`src/rtl/glue_pkg.sv`:
```
`timescale 1ns/1ps
package glue_pkg;
  typedef enum logic [1:0] {
    RGN_NONE = 2'd0,
    RGN_RAM  = 2'd1,
    RGN_IO   = 2'd2,
    RGN_ROM  = 2'd3
  } region_e;

  localparam int NUM_SEL = 3;
  localparam int SEL_RAM = 0;
  localparam int SEL_IO  = 1;
  localparam int SEL_ROM = 2;
endpackage

```
`src/rtl/glue_reset_sync.sv`:
```
`timescale 1ns/1ps
module glue_reset_sync #(
  parameter int STAGES = 2
) (
  input  logic phi2,
  input  logic rst_n,
  output logic active_o
);
  logic [STAGES-1:0] sync_q;
  logic [STAGES-1:0] sync_d;
  logic              sync_en;

  always_comb begin
    sync_en = 1'b1;
    sync_d  = {sync_q[STAGES-2:0], 1'b1};
  end

  always_ff @(posedge phi2 or negedge rst_n) begin
    if (!rst_n)       sync_q <= '0;
    else if (sync_en) sync_q <= sync_d;
  end

  assign active_o = sync_q[STAGES-1];
endmodule

```
`src/rtl/glue_bank_capture.sv`:
```
`timescale 1ns/1ps
module glue_bank_capture #(
  parameter int BANK_W = 8
) (
  input  logic              phi2,
  input  logic              rst_n,
  input  logic              active_i,
  input  logic [BANK_W-1:0] data_i,
  output logic [BANK_W-1:0] bank_o
);
  logic [BANK_W-1:0] bank_q;
  logic [BANK_W-1:0] bank_d;
  logic              cap_en;

  always_comb begin
    cap_en = 1'b1;
    bank_d = data_i;
  end

  always_ff @(posedge phi2 or negedge rst_n) begin
    if (!rst_n)      bank_q <= '0;
    else if (cap_en) bank_q <= bank_d;
  end

  always_comb begin
    if (!active_i)  bank_o = '0;
    else if (phi2)  bank_o = bank_q;
    else            bank_o = data_i;
  end
endmodule

```
`src/rtl/glue_addr_decode.sv`:
```
`timescale 1ns/1ps
module glue_addr_decode
  import glue_pkg::*;
#(
  parameter int          ADDR_W   = 16,
  parameter int          BANK_W   = 8,
  parameter logic [15:0] IO_BASE  = 16'h7F00,
  parameter logic [15:0] ROM_BASE = 16'h8000
) (
  input  logic              valid_i,
  input  logic [BANK_W-1:0] bank_i,
  input  logic [ADDR_W-1:0] addr_i,
  output region_e           region_o
);
  localparam logic [ADDR_W-1:0] IO_LO  = ADDR_W'(IO_BASE);
  localparam logic [ADDR_W-1:0] ROM_LO = ADDR_W'(ROM_BASE);

  logic low_bank;
  assign low_bank = (bank_i == '0);

  always_comb begin
    region_o = RGN_NONE;
    if (valid_i) begin
      if (!low_bank)            region_o = RGN_RAM;
      else if (addr_i >= ROM_LO) region_o = RGN_ROM;
      else if (addr_i >= IO_LO)  region_o = RGN_IO;
      else                       region_o = RGN_RAM;
    end
  end
endmodule

```
`src/rtl/glue_strobe_gen.sv`:
```
`timescale 1ns/1ps
module glue_strobe_gen
  import glue_pkg::*;
(
  input  logic               active_i,
  input  logic               phi2,
  input  logic               rwb,
  input  region_e            region_i,
  output logic [NUM_SEL-1:0] sel_n_o,
  output logic               ram_we_n,
  output logic               mem_oe_n,
  output logic               io_rw
);
  logic [NUM_SEL-1:0] hit;

  always_comb begin
    hit          = '0;
    hit[SEL_RAM] = (region_i == RGN_RAM);
    hit[SEL_IO]  = (region_i == RGN_IO);
    hit[SEL_ROM] = (region_i == RGN_ROM);
  end

  for (genvar g = 0; g < NUM_SEL; g++) begin : g_sel
    assign sel_n_o[g] = ~(active_i & hit[g]);
  end

  always_comb begin
    ram_we_n = ~(active_i & phi2 & ~rwb & hit[SEL_RAM]);
    mem_oe_n = ~(active_i & phi2 & rwb & (hit[SEL_RAM] | hit[SEL_ROM]));
    io_rw    = active_i ? rwb : 1'b1;
  end
endmodule

```
`src/rtl/cpu_bus_glue.sv`:
```
`timescale 1ns/1ps
module cpu_bus_glue
  import glue_pkg::*;
#(
  parameter int          ADDR_W   = 16,
  parameter int          BANK_W   = 8,
  parameter int          SYNC_LEN = 2,
  parameter logic [15:0] IO_BASE  = 16'h7F00,
  parameter logic [15:0] ROM_BASE = 16'h8000
) (
  input  logic              phi2,
  input  logic              rst_n,
  input  logic              rwb,
  input  logic              vda,
  input  logic              vpa,
  input  logic [ADDR_W-1:0] addr_i,
  input  logic [BANK_W-1:0] data_i,
  output logic [BANK_W-1:0] bank_o,
  output logic              rom_cs_n,
  output logic              ram_cs_n,
  output logic              io_cs_n,
  output logic              ram_we_n,
  output logic              mem_oe_n,
  output logic              io_rw
);
  logic               active;
  logic               valid;
  logic [BANK_W-1:0]  bank;
  region_e            region;
  logic [NUM_SEL-1:0] sel_n;

  assign valid = vda | vpa;

  glue_reset_sync #(.STAGES(SYNC_LEN)) u_rst (
    .phi2(phi2), .rst_n(rst_n), .active_o(active)
  );

  glue_bank_capture #(.BANK_W(BANK_W)) u_bank (
    .phi2(phi2), .rst_n(rst_n), .active_i(active), .data_i(data_i), .bank_o(bank)
  );

  glue_addr_decode #(
    .ADDR_W(ADDR_W), .BANK_W(BANK_W), .IO_BASE(IO_BASE), .ROM_BASE(ROM_BASE)
  ) u_dec (
    .valid_i(valid), .bank_i(bank), .addr_i(addr_i), .region_o(region)
  );

  glue_strobe_gen u_strb (
    .active_i(active), .phi2(phi2), .rwb(rwb), .region_i(region),
    .sel_n_o(sel_n), .ram_we_n(ram_we_n), .mem_oe_n(mem_oe_n), .io_rw(io_rw)
  );

  assign bank_o   = bank;
  assign ram_cs_n = sel_n[SEL_RAM];
  assign io_cs_n  = sel_n[SEL_IO];
  assign rom_cs_n = sel_n[SEL_ROM];
endmodule

```
`config.mk`:
```
export PLATFORM = sky130hd
export DESIGN_NAME = cpu_bus_glue
export DESIGN_NICKNAME = d
export VERILOG_FILES = /design/src/rtl/glue_pkg.sv /design/src/rtl/glue_reset_sync.sv /design/src/rtl/glue_bank_capture.sv /design/src/rtl/glue_addr_decode.sv /design/src/rtl/glue_strobe_gen.sv /design/src/rtl/cpu_bus_glue.sv
export SDC_FILE = /design/constraint.sdc
export NUM_CORES = 1
export LEC_CHECK = 0
export ABC_AREA = 1
export ABC_CLOCK_PERIOD_IN_PS = 3200
export BUFFER_PORTS_ARGS = -buffer_cell sky130_fd_sc_hd__buf_2
export CORE_MARGIN = 2
export CORE_UTILIZATION = 43
export DETAILED_ROUTE_END_ITERATION = 8
export PLACE_DENSITY = 0.8
export SLEW_MARGIN = 5
export SYNTH_ARGS = -nofsm -noshare
export SYNTH_HDL_FRONTEND = slang
export SYNTH_SLANG_ARGS = --single-unit
export TNS_END_PERCENT = 30
```
`constraint.sdc`:
```
create_clock -name phi2 -period 3.2 [get_ports phi2]
set_input_delay 0.16 -clock phi2 [delete_from_list [all_inputs] [get_ports phi2]]
set_output_delay 0.16 -clock phi2 [all_outputs]
set_load 0.01 [all_outputs]
```
==> metrics.txt, run 1 <==
Syn Area/Cell=approximately 6.6 um^2; # rows=13; synthesized flop and latch total=10; worst slack, placed=between 0.6 and 0.7 ns; Chip Width=approximately 42 um; Fail Step=clock tree synthesis (4_1_cts); largest area contributor in the netlist=dfrtp_1; Err=[ERROR DPL-0038] Utilization greater than 100%, impossible to legalize; DP HPWL=about 1000 um; top-area cell type share of the netlist area=39.8%; Syn. warnings=0; Cell Area, Placed=802 um^2; Port Buffers=34; Initial Utilization=47.2%; IO Pins=43; Yosys cell types=17; status=did not finish; Synth Instances=96; register area share after synthesis=around two fifths; Final GP Congestion=about 0.7; die height=42.3 um; ranking of synthesized cells by area=dfrtp_1 40%, inv_1 17%, nand2_1 17%; Mapped Area=roughly 630 um^2; Synthesized Nets=125
## metrics by stage
step                instances  utilization [%]
global placement          143             60.1
floorplan                  96                -
detailed placement        143             60.1
## synth_stat cells
master   instances
conb_1           1
inv_1           28
nand3_1          8
nand2_2          1
nand3_2          2
dfrtp_1         10
nor3_1           1
nand4_1          3
or2_1            1
nand2_1         28
buf_2            1
inv_2            1
nor2_1           5
a21oi_1          1
inv_4            1
nor2_2           3
buf_6            1
## cell families after synthesis
| logic type | synth area share (%) |
|---|---|
| buffers and inverters | 20.9 |
| flip-flops | 39.8 |
| AO/OA/AOI/OAI | 0.794 |
| AND/OR/NAND/NOR | 38.0 |
| other | 0.596 |
==> run 2, diff against run 1 <==
- CORE_AREA: unset -> 2 2 63 65
- CORE_MARGIN: 2 -> unset
- CORE_UTILIZATION: 43 -> unset
- DIE_AREA: unset -> 0 0 65 67
- PLACE_DENSITY: 0.8 -> unset
- PLACE_DENSITY_LB_ADDON: unset -> 0.15
==> metrics.txt, run 2 <==
RSZ-0062 raised after global routing=yes; Synth Area in Adders=0%; die height=about 67 um; total grt overflow=0; nets=between 200 and 250; Top FF cell, synth=dfrtp_1; Port Buffers=34; Final Core Density=between 50 and 60%; Flop pwr share=6.8%; area grow syn2layout=236%; RR Endpoint=u_rst.sync_q[1]; WHS Endpoint=u_bank.bank_q[7]; clock insertion delay at the later pin of the skew report=about 0.47 ns; Synth Instances=96; Iter 0 DRT Violations=around 160; setup_tns=-0.801 ns; Cell Area, Placed=between 800 and 900 um^2; DRC violations left=0; Yosys cell types=17; top-area cell type share of the netlist area=about two fifths; arrival time of the worst setup path=approximately 3.2 ns; ranking of synthesized cells by area=dfrtp_1 40%, inv_1 17%, nand2_1 17%; logic gate share of total power=between 1.5 and 2%; Pins Over Slew Limit=0; Compound-Gate Fraction of Synth Area=less than 1%; most frequent cells in the layout=34 x clkbuf_8, 31 x buf_2, 27 x inv_1; Min-Delay Path Depth=1; Chip Width=around 65 um; Reg2Reg Depth=0; min-delay src=data_i[7]; Synth Area in Simple Gates=38.0%; Tot GR Track Use=between 20% and 30%; Worst Tran Pin Value=approximately 0.75 ns; Antenna Cells=0; initial antenna violation count=0; ys async rst share=100%; layout cells sized above 1=66.4%; most instantiated cells after synthesis=28 x inv_1, 28 x nand2_1, 10 x dfrtp_1; largest family of logic cells by synthesized area=simple AND/OR/NAND/NOR gates; DP HPWL=roughly 1200 um; Slew headroom=50.0%; Syn Area/Cell=~6.6 um^2; final setup vio count=6; synthesized flop and latch total=10; failing checks=setup timing; CORE AREA=between 0.003 and 0.004 mm^2; Initial Utilization=around 17%; flop2flop setup slack=2.77 ns; static leakage=~1.2 nW; pin count of the biggest net entering global routing=13; Worst IR Drop VDD=roughly 0.64 mV; worst setup path start=phi2; most common cell after layout, fill and taps aside=clkbuf_8; Synthesized Nets=between 100 and 150; largest reg by FF count=u_bank.bank_q; Post-Synth XOR/XNOR Area=0%; Worst Path Required=3.04 ns; overall power=just over 2 mW; register area share after synthesis=around two fifths; vias=approximately 1200; Antenna Nets Post-Route=0; clk slew on worst S/H paths=~0.07 ns; Worst setup SP type=clock port; Syn. warnings=0; clock power share=around nine tenths; endpoint class of the critical path=primary output; pwr dens=960 mW/mm^2; IO Pins=43; CTS tree=done; Largest register FFs=8; clk_skew=roughly 0.05 ns; Int Pwr=between 1 and 1.5 mW; first-pass GRT wire length=6780 um; number of global-route vias before repair=1807; drt wl/cell=14.3 um; # rows=22; RR Startpoint=u_rst.sync_q[0]; Final Instance Area=0.00212 mm^2; CP Max Fanout=2; Net Sw Frac=37.4%; biggest regs=u_bank.bank_q: 8 flops, u_rst.sync_q: 2 flops; mux cell area share after synthesis=0%; die area=0.00436 mm^2; Final Worst Setup Slack=-0.193 ns; largest area contributor in the netlist=dfrtp_1; min-delay worst type=input port to flip-flop; count of flip-flops with a built-in enable after synthesis=0; status=finished, violations left; DRT Wirelength=~3800 um; Hold Fails Final Rpt=0; hold slack final=slightly above 0.006 ns; Psw=approximately 0.76 mW; TritonRoute pass-1 iters=6; Final GP Congestion=about 0.63; Mapped Area=629 um^2; vias per cell=roughly 4.5; Crit Path Class=clock port to primary output; max-cap violations=0
run 2: cell counts after synthesis:
Identical to the previous run, type by type.
run 2: final cells by class:
class	count	area, um^2
clock buffer	90	1020
clock inverter	18	100
fill	325	1490
inverter	20	75.1
multi-input combinational	54	437
sequential	10	250
tap	48	60.1
timing repair buffer	28	175
run 2: what timing repair did:
action	CTS	global route
setup endpoints to repair	9	7
gates resized for setup	46	23
pin swaps	12	11
endpoints found under the hold margin	16	0
setup buffers	20	6
hold buffers	7	0
run 2: cells by family (layout without fill, tap and decap cells):
family          count (synthesis)  count (layout)
other cells                     1               1
flops                          10              10
buf+inv                        32             156
compound gates                  1               1
simple gates                   52              52
run 2: power by group through the flow:
| stage | Combinational (mW) | Clock, mW | Sequential [mW] |
|---|---|---|---|
| 2_1_floorplan | 0.0101 | 0.257 | 0.137 |
| 3_3_place_gp | 0.0256 | 0.242 | 0.139 |
| 6_report | 0.0361 | 1.86 | 0.139 |
| 5_1_grt | 0.0421 | 2.00 | 0.140 |
| 4_1_cts | 0.0352 | 1.78 | 0.138 |
| 3_5_place_dp | 0.0259 | 0.242 | 0.139 |
run 2: worst max-delay path, stage by stage:
cell	delay (ns)
buf_8	0.10
clkbuf_8	0.12
nand2_2	0.07
nand3_4	0.08
buf_4	0.17
buf_6	0.10
buf_6	0.10
buf_6	0.10
buf_6	0.10
buf_6	0.10
buf_6	0.10
buf_6	0.10
clkbuf_8	0.12
clkbuf_8	0.12
inv_4	0.04
buf_6	0.09
run 2: worst max path at each step:
stage | end | slack [ns] | cells past startpoint
finish | bank_o[7] | -0.19 | 16
global route | io_cs_n | -0.27 | 15
CTS | mem_oe_n | -0.27 | 15
detailed placement | rom_cs_n | 0.61 | 8
global placement | rom_cs_n | 0.61 | 8
floorplan | mem_oe_n | 0.64 | 10
run 2: through the flow:
step | std cells | setup WS (ns)
finish | 268 | -0.193
global route | 268 | -0.271
CTS | 264 | -0.268
detailed placement | 176 | 0.608
global placement | 176 | 0.608
floorplan | 96 | 0.635
run 2: routing by layer:
layer	up-vias	GRT usage (%)	routed length, um
met5	-	11.1	0
met3	59	30.6	493
met2	105	20.2	1800
met4	0	55.6	427
li1	517	-	-
met1	520	11.1	1110
Note: power is estimated with default switching activity, not from simulation.
==> run 3, diff against run 2 <==
- PLACE_DENSITY: unset -> 0.46
- PLACE_DENSITY_LB_ADDON: 0.15 -> unset
- SETUP_SLACK_MARGIN: unset -> 0.02
==> metrics.txt, run 3 (same netlist as run 2, synthesis figures left out) <==
CORE AREA=0.00361 mm^2; Crit Path Class=clock port to primary output; Final GP Congestion=0.629; min-delay worst type=input port to flip-flop; RR Endpoint=u_rst.sync_q[1]; Filler Cell Count=roughly 300; max-cap violations=0; RSZ-0062 raised after global routing=yes; Min-Delay Path Depth=1; DRT Wirelength=3740 um; pin count of the biggest net entering global routing=13; # rows=22; Tot GR Track Use=about 22%; first-pass GRT wire length=between 6000 and 7000 um; Worst setup SP type=clock port; largest reg by FF count=u_bank.bank_q; clock insertion delay at the later pin of the skew report=between 0.3 and 0.4 ns; pwr dens=~900 mW/mm^2; layout cells sized above 1=67.4%; arrival time of the worst setup path=roughly 3.2 ns; Iter 0 DRT Violations=152; biggest regs=u_bank.bank_q: 8 flops, u_rst.sync_q: 2 flops; overall power=1.89 mW; met1 wire length=around 1100 um; Final Instance Area=roughly 0.0020 mm^2; Slew headroom=56.4%; die area=about 0.0044 mm^2; number of global-route vias before repair=1911; nets=roughly 240; vias per cell=approximately 4.5; DRC violations left=0; drt wl/cell=approximately 14 um; Final Worst Setup Slack=-0.117 ns; Initial Utilization=roughly 17%; CP Max Fanout=4; worst slack, placed=approximately 0.61 ns; Antenna Cells=0; CTS tree=done; Antenna Nets Post-Route=0; Worst IR Drop VDD=roughly 0.42 mV; Reg2Reg Depth=0; endpoint class of the critical path=primary output; clk slew on worst S/H paths=around 0.07 ns; Port Buffers=34; Chip Width=between 60 and 70 um; multi-input logic area=418 um^2; clk_skew=a little over 0.000006 ns; Reg area=about 250 um^2; WHS Endpoint=u_bank.bank_q[0]; RR Startpoint=u_rst.sync_q[0]; initial antenna violation count=0; most frequent cells in the layout=34 x clkbuf_8, 30 x buf_2, 28 x inv_1; failing checks=setup timing; TritonRoute pass-1 iters=4; flop2flop setup slack=~2.7 ns; die height=~67 um; met3 WL=between 500 and 600 um; Pins Over Slew Limit=0; area grow syn2layout=225%; final setup vio count=5; Worst Path Required=between 3 and 4 ns; metal2 WL=between 1500 and 2000 um; static leakage=between 1 and 1.5 nW; status=finished, violations left; most common cell after layout, fill and taps aside=clkbuf_8; setup_tns=-0.417 ns; DP HPWL=1240 um; min-delay src=data_i[0]; vias=1192; uppermost layer routed=met4; total grt overflow=0; Worst Tran Pin Value=between 0.6 and 0.7 ns; hold slack final=between 0.007 and 0.008 ns; Cell Area, Placed=843 um^2; Hold Fails Final Rpt=0; IO Pins=43; Largest register FFs=8
## run 3: worst max path at each step
stage,slack (ns),endpoint,startpoint,cells past startpoint
5_1_grt,-0.19,mem_oe_n,phi2,15
2_1_floorplan,0.64,mem_oe_n,phi2,10
3_3_place_gp,0.61,rom_cs_n,phi2,8
6_report,-0.12,io_cs_n,phi2,14
4_1_cts,-0.24,io_cs_n,phi2,13
3_5_place_dp,0.61,rom_cs_n,phi2,8
## run 3: stage by stage
stage | util [%] | std cells
6_report | 56.8 | 266
5_1_grt | 56.8 | 266
4_1_cts | 55.4 | 266
3_5_place_dp | 23.4 | 176
3_3_place_gp | 23.4 | 176
2_1_floorplan | - | 96
## run 3: layout make-up
type	instances	share of cell area (%)
clock buffer	86	47.5
multi-input combinational	54	20.4
sequential	10	12.2
timing repair buffer	28	8.56
clock inverter	20	4.71
inverter	20	3.67
tap	48	2.93
## run 3: repair_timing
item / 4_1_cts / 5_1_grt
gates resized for setup: 42 / 20
setup buffers: 24 / 0
setup endpoints to repair: 7 / 9
pin swaps: 15 / 11
hold buffers: 7 / 0
endpoints found under the hold margin: 16 / 0
## run 3: power breakdown
group,switching [mW],internal (mW)
logic,0.0202,0.0176
clock network,0.662,1.05
registers,0.00536,0.133
## run 3: routing by layer
layer,GRT usage (%),vias to the layer above
met1,11.3,513
met5,2.78,-
met2,18.3,117
met3,32.1,47
li1,-,515
met4,48.1,0
## run 3: worst max-delay path: stages
cell	delay [ns]
buf_8	0.10
buf_8	0.11
or2_4	0.25
nand3_4	0.07
nand2_4	0.07
nor2_4	0.14
clkbuf_8	0.16
nand3_4	0.07
buf_8	0.15
nand2_4	0.06
buf_6	0.10
clkbuf_8	0.12
nand2_4	0.05
buf_6	0.11
==> run 4, diff against run 3 <==
- SKIP_CTS_REPAIR_TIMING: unset -> 1
==> metrics.txt, run 4 <==
Yosys cell types=17; largest area contributor in the netlist=dfrtp_1; status=did not finish; # rows=22; register area share after synthesis=39.8%; Synth Instances=96; Syn Area/Cell=around 6.6 um^2; IO Pins=43; DP HPWL=about 1200 um; synthesized flop and latch total=10; Fail Step=global routing (5_1_grt); die height=~67 um; Final GP Congestion=between 0.6 and 0.7; Synthesized Nets=125; ranking of synthesized cells by area=dfrtp_1 40%, inv_1 17%, nand2_1 17%; Tot GR Track Use=18800%; Top FF cell, synth=dfrtp_1; most instantiated cells after synthesis=28 x inv_1, 28 x nand2_1, 10 x dfrtp_1; ys async rst share=100%; top-area cell type share of the netlist area=about 40%; Chip Width=between 60 and 70 um; total grt overflow=approximately 520k; Mapped Area=629 um^2; Err=[ERROR GRT-0232] Routing congestion too high. Check the congestion heatmap in the GUI.; count of flip-flops with a built-in enable after synthesis=0; Initial Utilization=between 10% and 20%; Syn. warnings=0; pin count of the biggest net entering global routing=13; Port Buffers=34
## run 4: cell counts after synthesis
Identical to the previous run, type by type.
## run 4: kinds of logic after synthesis
group / synth area share, %
AOI/OAI and AO/OA: 0.794
DFF: 39.8
and+or+nand+nor: 38.0
other: 0.596
buffers and inverters: 20.9
## run 4: metrics by stage
step	area [um^2]	std cells	setup slack (ns)	hold slack (ns)	setup TNS, ns
after floorplan	629	96	0.635	-0.136	0
after global placement	843	176	0.609	0.0391	0
after detailed placement	843	176	0.609	0.0435	0
after CTS	1920	262	-1.25	-0.384	-5.30
## run 4: metal layers
metal | overflow | global-route usage (%)
met1 | 0 | 10.3
met4 | 65500 | 17500
met3 | 197000 | 33200
met2 | 262000 | 33800
met5 | 0 | 4.17
